<file path="src/rtl/shiftadd_mul_pkg.sv">
package shiftadd_mul_pkg;

    typedef enum logic [2:0] {
        ST_IDLE,
        ST_LOAD_MCAND,
        ST_LOAD_MPLIER,
        ST_ITERATE,
        ST_SIGN_FIX,
        ST_SEND_HI,
        ST_SEND_LO,
        ST_FINISH
    } mul_state_e;

    typedef struct packed {
        logic clear;     // zero accumulator and flag
        logic load_mc;   // capture multiplicand
        logic load_mp;   // capture multiplier
        logic step;      // add-or-skip then shift the pair
        logic negate;    // subtract instead of add (sign bit)
        logic send;      // drive a product word
        logic send_lo;   // pick the low word
    } dp_ctrl_t;

    function automatic logic is_busy(input mul_state_e st);
        return st != ST_IDLE;
    endfunction

endpackage

</file>
<file path="src/rtl/mul_addsub.sv">
module mul_addsub #(
    parameter int WIDTH = 8
) (
    input  logic [WIDTH-1:0] acc,
    input  logic [WIDTH-1:0] operand,
    input  logic             enable,
    input  logic             subtract,
    output logic [WIDTH:0]   sum,
    output logic             range_err
);
    logic signed [WIDTH:0] acc_x;
    logic signed [WIDTH:0] opd_x;
    logic signed [WIDTH:0] addend;

    always_comb begin
        acc_x = {acc[WIDTH-1], acc};
        opd_x = {operand[WIDTH-1], operand};
        if (!enable)
            addend = '0;
        else if (subtract)
            addend = -opd_x;
        else
            addend = opd_x;
        sum       = acc_x + addend;
        range_err = enable && (sum[WIDTH] != sum[WIDTH-1]);
    end
endmodule

</file>
<file path="src/rtl/mul_ctrl.sv">
module mul_ctrl
    import shiftadd_mul_pkg::*;
#(
    parameter int WIDTH = 8
) (
    input  logic       clk,
    input  logic       rst,
    input  logic       start,
    output dp_ctrl_t   ctl,
    output mul_state_e state,
    output logic       busy,
    output logic       done
);
    localparam int CNT_W = (WIDTH > 2) ? $clog2(WIDTH) : 1;
    localparam logic [CNT_W-1:0] LAST_ITER = CNT_W'(WIDTH - 2);

    mul_state_e       state_q, state_d;
    logic [CNT_W-1:0] iter_q, iter_d;

    always_comb begin
        state_d = state_q;
        iter_d  = iter_q;
        ctl     = '0;
        unique case (state_q)
            ST_IDLE: if (start) begin
                ctl.clear = 1'b1;
                state_d   = ST_LOAD_MCAND;
            end
            ST_LOAD_MCAND: begin
                ctl.load_mc = 1'b1;
                state_d     = ST_LOAD_MPLIER;
            end
            ST_LOAD_MPLIER: begin
                ctl.load_mp = 1'b1;
                iter_d      = '0;
                state_d     = ST_ITERATE;
            end
            ST_ITERATE: begin
                ctl.step = 1'b1;
                if (iter_q == LAST_ITER)
                    state_d = ST_SIGN_FIX;
                else
                    iter_d = iter_q + 1'b1;
            end
            ST_SIGN_FIX: begin
                ctl.step   = 1'b1;
                ctl.negate = 1'b1;
                state_d    = ST_SEND_HI;
            end
            ST_SEND_HI: begin
                ctl.send = 1'b1;
                state_d  = ST_SEND_LO;
            end
            ST_SEND_LO: begin
                ctl.send    = 1'b1;
                ctl.send_lo = 1'b1;
                state_d     = ST_FINISH;
            end
            ST_FINISH: state_d = ST_IDLE;
            default:   state_d = ST_IDLE;
        endcase
    end

    always_ff @(posedge clk) begin
        if (rst) begin
            state_q <= ST_IDLE;
            iter_q  <= '0;
        end else begin
            state_q <= state_d;
            iter_q  <= iter_d;
        end
    end

    assign state = state_q;
    assign busy  = is_busy(state_q);
    assign done  = (state_q == ST_FINISH);
endmodule

</file>
<file path="src/rtl/mul_datapath.sv">
module mul_datapath
    import shiftadd_mul_pkg::*;
#(
    parameter int WIDTH = 8
) (
    input  logic             clk,
    input  logic             rst,
    input  dp_ctrl_t         ctl,
    input  logic [WIDTH-1:0] bus_in,
    output logic [WIDTH-1:0] bus_out,
    output logic             ovf
);
    logic [WIDTH-1:0] acc_q;
    logic [WIDTH-1:0] mplier_q;
    logic [WIDTH-1:0] mcand_q;
    logic             ovf_q;
    logic [WIDTH:0]   sum;
    logic             range_err;

    mul_addsub #(.WIDTH(WIDTH)) u_addsub (
        .acc       (acc_q),
        .operand   (mcand_q),
        .enable    (mplier_q[0]),
        .subtract  (ctl.negate),
        .sum       (sum),
        .range_err (range_err)
    );

    always_ff @(posedge clk) begin
        if (rst) begin
            acc_q    <= '0;
            mplier_q <= '0;
            mcand_q  <= '0;
            ovf_q    <= 1'b0;
        end else begin
            if (ctl.clear) begin
                acc_q <= '0;
                ovf_q <= 1'b0;
            end
            if (ctl.load_mc)
                mcand_q <= bus_in;
            if (ctl.load_mp)
                mplier_q <= bus_in;
            if (ctl.step) begin
                acc_q    <= sum[WIDTH:1];
                mplier_q <= {sum[0], mplier_q[WIDTH-1:1]};
                if (range_err)
                    ovf_q <= 1'b1;
            end
        end
    end

    always_comb begin
        if (!ctl.send)
            bus_out = '0;
        else if (ctl.send_lo)
            bus_out = mplier_q;
        else
            bus_out = acc_q;
    end

    assign ovf = ovf_q;
endmodule

</file>
<file path="src/rtl/shiftadd_mul.sv">
module shiftadd_mul
    import shiftadd_mul_pkg::*;
#(
    parameter int WIDTH = 8
) (
    input  logic             clk,
    input  logic             rst,
    input  logic             start,
    input  logic [WIDTH-1:0] bus_in,
    output logic [WIDTH-1:0] bus_out,
    output logic             out_valid,
    output logic             done,
    output logic             busy,
    output logic             ovf
);
    dp_ctrl_t   ctl;
    mul_state_e state;

    mul_ctrl #(.WIDTH(WIDTH)) u_ctrl (
        .clk   (clk),
        .rst   (rst),
        .start (start),
        .ctl   (ctl),
        .state (state),
        .busy  (busy),
        .done  (done)
    );

    mul_datapath #(.WIDTH(WIDTH)) u_dp (
        .clk     (clk),
        .rst     (rst),
        .ctl     (ctl),
        .bus_in  (bus_in),
        .bus_out (bus_out),
        .ovf     (ovf)
    );

    assign out_valid = (state == ST_SEND_HI) || (state == ST_SEND_LO);
endmodule

</file>
<file path="config.mk">
export PLATFORM = sky130hd
export DESIGN_NAME = shiftadd_mul
export DESIGN_NICKNAME = d
export VERILOG_FILES = /design/src/rtl/shiftadd_mul_pkg.sv /design/src/rtl/mul_addsub.sv /design/src/rtl/mul_ctrl.sv /design/src/rtl/mul_datapath.sv /design/src/rtl/shiftadd_mul.sv
export SDC_FILE = /design/constraint.sdc
export NUM_CORES = 1
export LEC_CHECK = 0
export BUFFER_PORTS_ARGS = -buffer_cell sky130_fd_sc_hd__buf_4
export CAP_MARGIN = 15
export CORE_MARGIN = 3
export CORE_UTILIZATION = 40
export CTS_CLUSTER_DIAMETER = 120
export CTS_CLUSTER_SIZE = 24
export DETAILED_ROUTE_END_ITERATION = 8
export GPL_TIMING_DRIVEN = 1
export PLACE_DENSITY = 0.6
export SYNTH_ARGS = -nofsm -noshare
export SYNTH_HDL_FRONTEND = slang
export SYNTH_SLANG_ARGS = --single-unit
</file>
<file path="constraint.sdc">
create_clock -name clk -period 3.5 [get_ports clk]
set_clock_uncertainty 0.2 [all_clocks]
set_input_delay 0.175 -clock clk [delete_from_list [all_inputs] [get_ports clk]]
set_output_delay 0.175 -clock clk [all_outputs]
set_load 0.01 [all_outputs]
</file>
==> results of run 1 <==
==> per-stage QoR <==
stage / power, mW / hold slack, ps / worst slack [ps] / instance area, µm² / instances
finish: 1.41 / 76.4 / 221 / 2530 / 363
floorplan: 0.911 / 114 / 296 / 2130 / 270
global placement: 1.04 / 215 / 299 / 2330 / 347
detailed placement: 1.04 / 221 / 221 / 2330 / 347
global route: 1.53 / 96.4 / 5.54 / 2530 / 363
CTS: 1.43 / 82.8 / 210 / 2530 / 363
==> synth_stat cells (6+ instances only) <==
cell      instances
nor2_1           43
a21oi_1          12
dfxtp_1          31
inv_1            13
and2_1           13
ha_1             15
a211oi_1         10
o21ai_0          17
nor2b_1           8
nand2_1          24
clkbuf_1         13
nand2b_1          6
mux2i_1          18
xnor2_1           6
==> worst max path at each step <==
stage                     from       end  slack (ps)  depth (start not counted)
6_report       u_ctrl.state[0]  u_dp.ovf         220                         12
5_1_grt        u_dp.mcand_q[1]  u_dp.ovf           6                         13
4_1_cts        u_ctrl.state[0]  u_dp.ovf         210                         12
3_5_place_dp   u_ctrl.state[1]  u_dp.ovf         220                         12
3_3_place_gp   u_ctrl.state[0]  u_dp.ovf         300                         12
2_1_floorplan  u_ctrl.state[0]  u_dp.ovf         300                         13
==> state kept, by name, summed over array words and instances (netlist names) <==
signal,flops
u_dp.ovf,1
u_dp.acc_q,8
u_dp.mcand_q,8
u_ctrl.iter_q,3
u_ctrl.state,3
u_dp.mplier_q,8
==> timing repair <==
| item | 4_1_cts | 5_1_grt |
|---|---|---|
| hold endpoints to repair | 8 | 0 |
| setup endpoints to repair | 0 | 0 |
| hold buffers | 8 | 0 |
==> report_power, final <==
part	switching (mW)	internal, mW	leakage [nW]
sequential	0.0788	0.431	0.252
clock	0.143	0.230	0.0612
combinational	0.308	0.221	0.779
total	0.530	0.883	1.09
==> routing by layer <==
layer,GRT usage,vias to the layer above
met1,0.238,884
met2,0.294,28
li1,-,984
met4,0.0533,0
met3,0.0351,5
met5,0,-
==> worst max-delay path, delay by kind of cell, from the launching register on <==
kind	cells	cell delay (ps)
AO/OA/AOI/OAI	6	940
adder cells (fa/ha/maj)	2	570
buffers and inverters	1	100
flip-flops	1	330
AND/OR/NAND/NOR	3	1010
==> logic make-up (layout without fill, tap and decap cells) <==
kind of cell / Yosys count / count (layout) / synth area share
compound gates: 59 / 59 / 0.192
mux: 18 / 18 / 0.0847
buf+inv: 27 / 53 / 0.0511
fa+ha+maj: 16 / 16 / 0.0976
xor+xnor: 10 / 10 / 0.0412
flops: 31 / 31 / 0.292
simple gates: 109 / 109 / 0.242
==> final cells by class <==
cell class / count / share of cell area
flip-flops and latches: 31 / 0.245
inverters: 13 / 0.0193
repair buffers: 32 / 0.103
clock buffers: 6 / 0.0326
well taps: 67 / 0.0331
multi-input cells: 212 / 0.553
clock inverters: 2 / 0.0138
==> results.yml, run 1 <==
setup_path:
  critical-path-slowest-cell: "or4_1"
  worstReg2RegEnd: "u_dp.ovf"
  worstPathArrival_ps: 3240
  crit_fanout: 15
  crit-reg2reg-launch: "u_ctrl.state[0]"
  worstRegToRegCells: 12
  endpoint_kind: "flip-flop"
  reg2reg_slack_ps: 220
  crit_chain: "inv_1 -> ha_1 -> nand2_4 -> or3_1 -> a21oi_1 -> ha_1 -> a21o_1 -> a31o_1 -> or4_1 -> o311ai_4 -> o21a_1 -> o31ai_2"
  cp-start-kind: "flip-flop"
  cp_slowest_stage_delay_ps: 520
  crit_required_ps: 3460
  crit_top_cell: "ha_1"
  crit_type: "reg2reg"
cts:
  clockBufferDepth: 2
  clkTransAtPathRegs_ps: 70
  cts_tree: "yes"
  postCtsResizedCells: 0
  clkSinkCount: 31
  cts_made_buffers: 5
  cts_setup_buffers: 0
  h-tree-depth: 2
  clock-root-buffer: "clkbuf_8"
  clk_latency_ps: 280
outcome:
  status: "finished, final reports clean"
floorplan:
  ios: 23
  num_rows: 25
  die_area_um2: 6230
  die_h_um: 78.9
  start_util: 0.431
  die_w_um: 78.9
  core_um2: 4940
sta:
  finalHoldViolCount: 0
  timing.setup.tns_ps: 0
  post-route-period-util: 0.937
  fmax_ghz: 0.305
  setup_violations: 0
  period_needed_ps: 3280
  max_slew_margin: 0.396
  worst_slew_pin_slew_ps: 904
  rsz0062_at_grt: "false"
  finalMaxSlewViolations: 0
route:
  drt_wl_total_um: 4920
  drt-met1-wl_um: 2400
  drtIter0Drc: 53
  wl_met2_um: 2300
  drc_errors: 0
  drtAntennaViolNets: 0
  wl_met3_um: 173
  num_vias: 1901
  wire_per_inst_um: 13.6
  routed_via_density: 5.24
  firstDrtPassIters: 5
  top_layer: "met4"
synthesis:
  syn_avg_cell_area_um2: 7.88
  syn_inst: 270
  synth_seq_cells: 31
  yosys.area.top_type: "dfxtp_1"
  ys_types: 40
  yosys_warnings: 0
  synth-edff-count: 0
  synth_top_cell_area_share: 0.292
  syn_area_um2: 2130
  yosysSeqAreaShare: 0.292
  async_flop_share: 0
  synthesis.nets: 297
  ys_top_cells_by_area: "dfxtp_1 29%, ha_1 8.8%, mux2i_1 8.5%"
  synth_ff_type: "dfxtp_1"
finish:
  post-route-util: 0.512
  fillers: 493
  final_cell_mix: "43 x nor2_1, 31 x dfxtp_1, 24 x nand2_1, 24 x buf_4, 18 x mux2i_1"
  nets: 322
  final_common_cell: "nor2_1"
  seqCellArea_um2: 621
  multiInputGateArea_um2: 1400
  final_layout_size_suffix_gt1_frac: 0.122
  antennaDiodeCount: 0
  syn2layout_area_growth_pct: 18.9
worst_hold_path:
  hold_depth: 2
  holdPathEnd: "u_ctrl.iter_q[0]"
  min_from: "rst"
  hold_class: "in2reg"
grt:
  grt_max_degree: 33
  grt_pass1_vias: 1867
  overflow: 0
  grt_usage: 0.179
  grt_pass1_wl_um: 8900
  antenna_found_initial: 0
power_and_ir_drop:
  ir_drop_v: 0.000321
  static-leakage-power_nw: 1.09
  power_density_nw_per_um2: 559
placement:
  io_buffers: 22
  gp_congestion: 0.803
  place_hpwl_um: 3520
job:
  drv_cap: 0
Note: power is estimated with default switching activity, not from simulation.
==> run 2, diff against run 1 <==
--- a/config.mk
+++ b/config.mk
@@ -7,13 +7,15 @@
 export LEC_CHECK = 0
 export BUFFER_PORTS_ARGS = -buffer_cell sky130_fd_sc_hd__buf_4
 export CAP_MARGIN = 15
+export CELL_PAD_IN_SITES_DETAIL_PLACEMENT = 0
+export CELL_PAD_IN_SITES_GLOBAL_PLACEMENT = 1
 export CORE_MARGIN = 3
 export CORE_UTILIZATION = 40
 export CTS_CLUSTER_DIAMETER = 120
 export CTS_CLUSTER_SIZE = 24
 export DETAILED_ROUTE_END_ITERATION = 8
 export GPL_TIMING_DRIVEN = 1
-export PLACE_DENSITY = 0.6
+export PLACE_DENSITY = 0.76
 export SYNTH_ARGS = -nofsm -noshare
 export SYNTH_HDL_FRONTEND = slang
 export SYNTH_SLANG_ARGS = --single-unit
==> constraint.sdc (replaced) <==
create_clock -name clk -period 3.5 [get_ports clk]
set_clock_uncertainty 0.2 [all_clocks]
set_input_delay 0.175 -clock clk [delete_from_list [all_inputs] [get_ports clk]]
set_output_delay 0.175 -clock clk [all_outputs]
set_load 0.05 [all_outputs]
==> run 2 against run 1 <==
  * Register-to-register slack gained 30 ps
  * Non-clock buffer count grew 1
  * Sequential cell count unchanged
  * Die area stayed put
  * Global-route usage fell by 0.15 points
  * Critical endpoint unchanged
  * Combinational power is 8.7% higher
  * Highest routed layer unchanged
  * First-iteration DRC count is 9.4% lower
  * Clock power decreased by 17%
  * Maximum frequency up 1.1%
  * Final cell count grew 0.28%
==> results.yml, run 2 (synthesized netlist as in run 1, its figures left out) <==
outcome:
  status: "finished, final reports clean"
grt:
  grt_pass1_vias: 1833
  grt_max_degree: 33
  grt_pass1_wl_um: 8720
  grt_usage: 0.177
  grt_use_met1: 0.228
  top_usage_layer: "met2"
  overflow: 0
  grt_use_met2: 0.301
  grt_use_met3: 0.0340
  antenna_found_initial: 0
floorplan:
  num_rows: 25
  start_util: 0.431
  ios: 23
  die_area_um2: 6230
  die_w_um: 78.9
  die_h_um: 78.9
  core_um2: 4940
route:
  drtAntennaViolNets: 0
  firstDrtPassIters: 5
  drc_errors: 0
  wire_per_inst_um: 13.9
  num_vias: 1896
  drtIter0Drc: 48
  drt_wl_total_um: 5060
  routed_via_density: 5.21
sta:
  timing.setup.tns_ps: 0
  post-route-period-util: 0.927
  whs_ps: 82.6
  setup_violations: 0
  period_needed_ps: 3240
  max_slew_margin: 0.384
  worst_slew_pin_slew_ps: 921
  finalHoldViolCount: 0
  rsz0062_at_grt: "false"
  fmax_ghz: 0.308
  finalMaxSlewViolations: 0
finish:
  fillers: 499
  largestRegisters: "u_dp.acc_q (8), u_dp.mcand_q (8), u_dp.mplier_q (8)"
  final_cell_area_um2: 2520
  post-route-util: 0.511
  antennaDiodeCount: 0
  final_layout_size_suffix_gt1_frac: 0.125
  final_cell_mix: "43 x nor2_1, 31 x dfxtp_1, 25 x buf_4, 24 x nand2_1, 18 x mux2i_1"
  nets: 323
  syn2layout_area_growth_pct: 18.6
  final_common_cell: "nor2_1"
setup_path:
  crit_top_cell: "ha_1"
  worstPathArrival_ps: 3200
  crit_chain: "inv_1 -> ha_1 -> nand2_4 -> or3_1 -> a21oi_1 -> ha_1 -> a21o_1 -> a31o_1 -> or4_1 -> o311ai_4 -> o21a_1 -> o31ai_2"
  crit_fanout: 15
  cp-start-kind: "flip-flop"
  critical-path-slowest-cell: "or4_1"
  endpoint_kind: "flip-flop"
  crit_required_ps: 3460
  crit_type: "reg2reg"
  cp_slowest_stage_delay_ps: 530
power_and_ir_drop:
  clkPwrFrac: 0.223
  static-leakage-power_nw: 1.09
  switching_share: 0.395
  power_density_nw_per_um2: 550
  ir_drop_v: 0.000370
  pwr-share-seq: 0.363
  power.switching_uw: 549
  cellInternalPower_uw: 840
  combPwrFrac: 0.414
cts:
  cts_tree: "yes"
  clkSinkCount: 31
  clkTransAtPathRegs_ps: 60
  clockBufferDepth: 2
  cts_made_buffers: 5
  clk_latency_ps: 280
  h-tree-depth: 2
  clock-root-buffer: "clkbuf_8"
placement:
  place_hpwl_um: 3720
  placed_area_um2: 2340
  gp_congestion: 0.799
  io_buffers: 22
worst_hold_path:
  hold_class: "in2reg"
job:
  drv_cap: 0
==> run 2: cell types whose count changed in the layout (fill, tap and decap cells not counted) <==
cell,before,now
nor3b_2,0,1
nor3b_1,1,0
clkbuf_8,6,7
buf_4,24,25
clkbuf_1,0,1
bufinv_16,1,0
clkinv_2,1,0
==> run 2: cell type report <==
| cell class | count | area (µm²) | area share |
|---|---|---|---|
| sequential | 31 | 621 | 0.246 |
| multi-input combinational | 212 | 1400 | 0.556 |
| timing repair buffer | 33 | 268 | 0.106 |
| inverter | 13 | 48.8 | 0.0193 |
| clock buffer | 8 | 100 | 0.0396 |
| tap | 67 | 83.8 | 0.0332 |
==> run 2: routing by layer <==
metal	vias up	routed length [µm]
met3	8	139
met5	-	0
met1	879	2500
met2	29	2360
li1	980	-
met4	0	66
==> run 2: worst paths after layout <==
check	from	endpoint	slack, ps	depth (start not counted)
max	u_ctrl.state[0]	u_dp.ovf	260	12
max reg2reg	u_ctrl.state[0]	u_dp.ovf	260	12
min reg2reg	u_dp.mplier_q[1]	u_dp.mplier_q[0]	320	2
min	rst	u_dp.acc_q[6]	80	2
==> run 2: power by group through the flow <==
stage,registers [mW],clock network [mW],logic (mW)
after floorplan,0.493,0,0.444
after global placement,0.509,0,0.563
after detailed placement,0.510,0,0.565
after CTS,0.503,0.319,0.576
after global routing,0.519,0.334,0.647
final,0.505,0.310,0.575
==> run 2: critical path, delay by kind of cell, from the launching register on <==
kind            cells  cell delay [ps]
simple gates        3             1030
compound gates      6              910
fa+ha+maj           2              560
flops               1              330
buf+inv             1               90
==> run 2: stage by stage <==
stage / total power, mW / cells / setup slack [ps]
2_1_floorplan: 0.937 / 270 / 295
4_1_cts: 1.40 / 364 / 254
5_1_grt: 1.50 / 364 / 15.1
3_5_place_dp: 1.08 / 348 / 264
3_3_place_gp: 1.07 / 348 / 306
6_report: 1.39 / 364 / 256
==> run 2: repair_timing <==
item,CTS,global route
hold endpoints to repair,8,0
hold buffers,8,0
buffers inserted,0,0
endpoints found under the setup margin,0,1
gates resized for setup,0,1
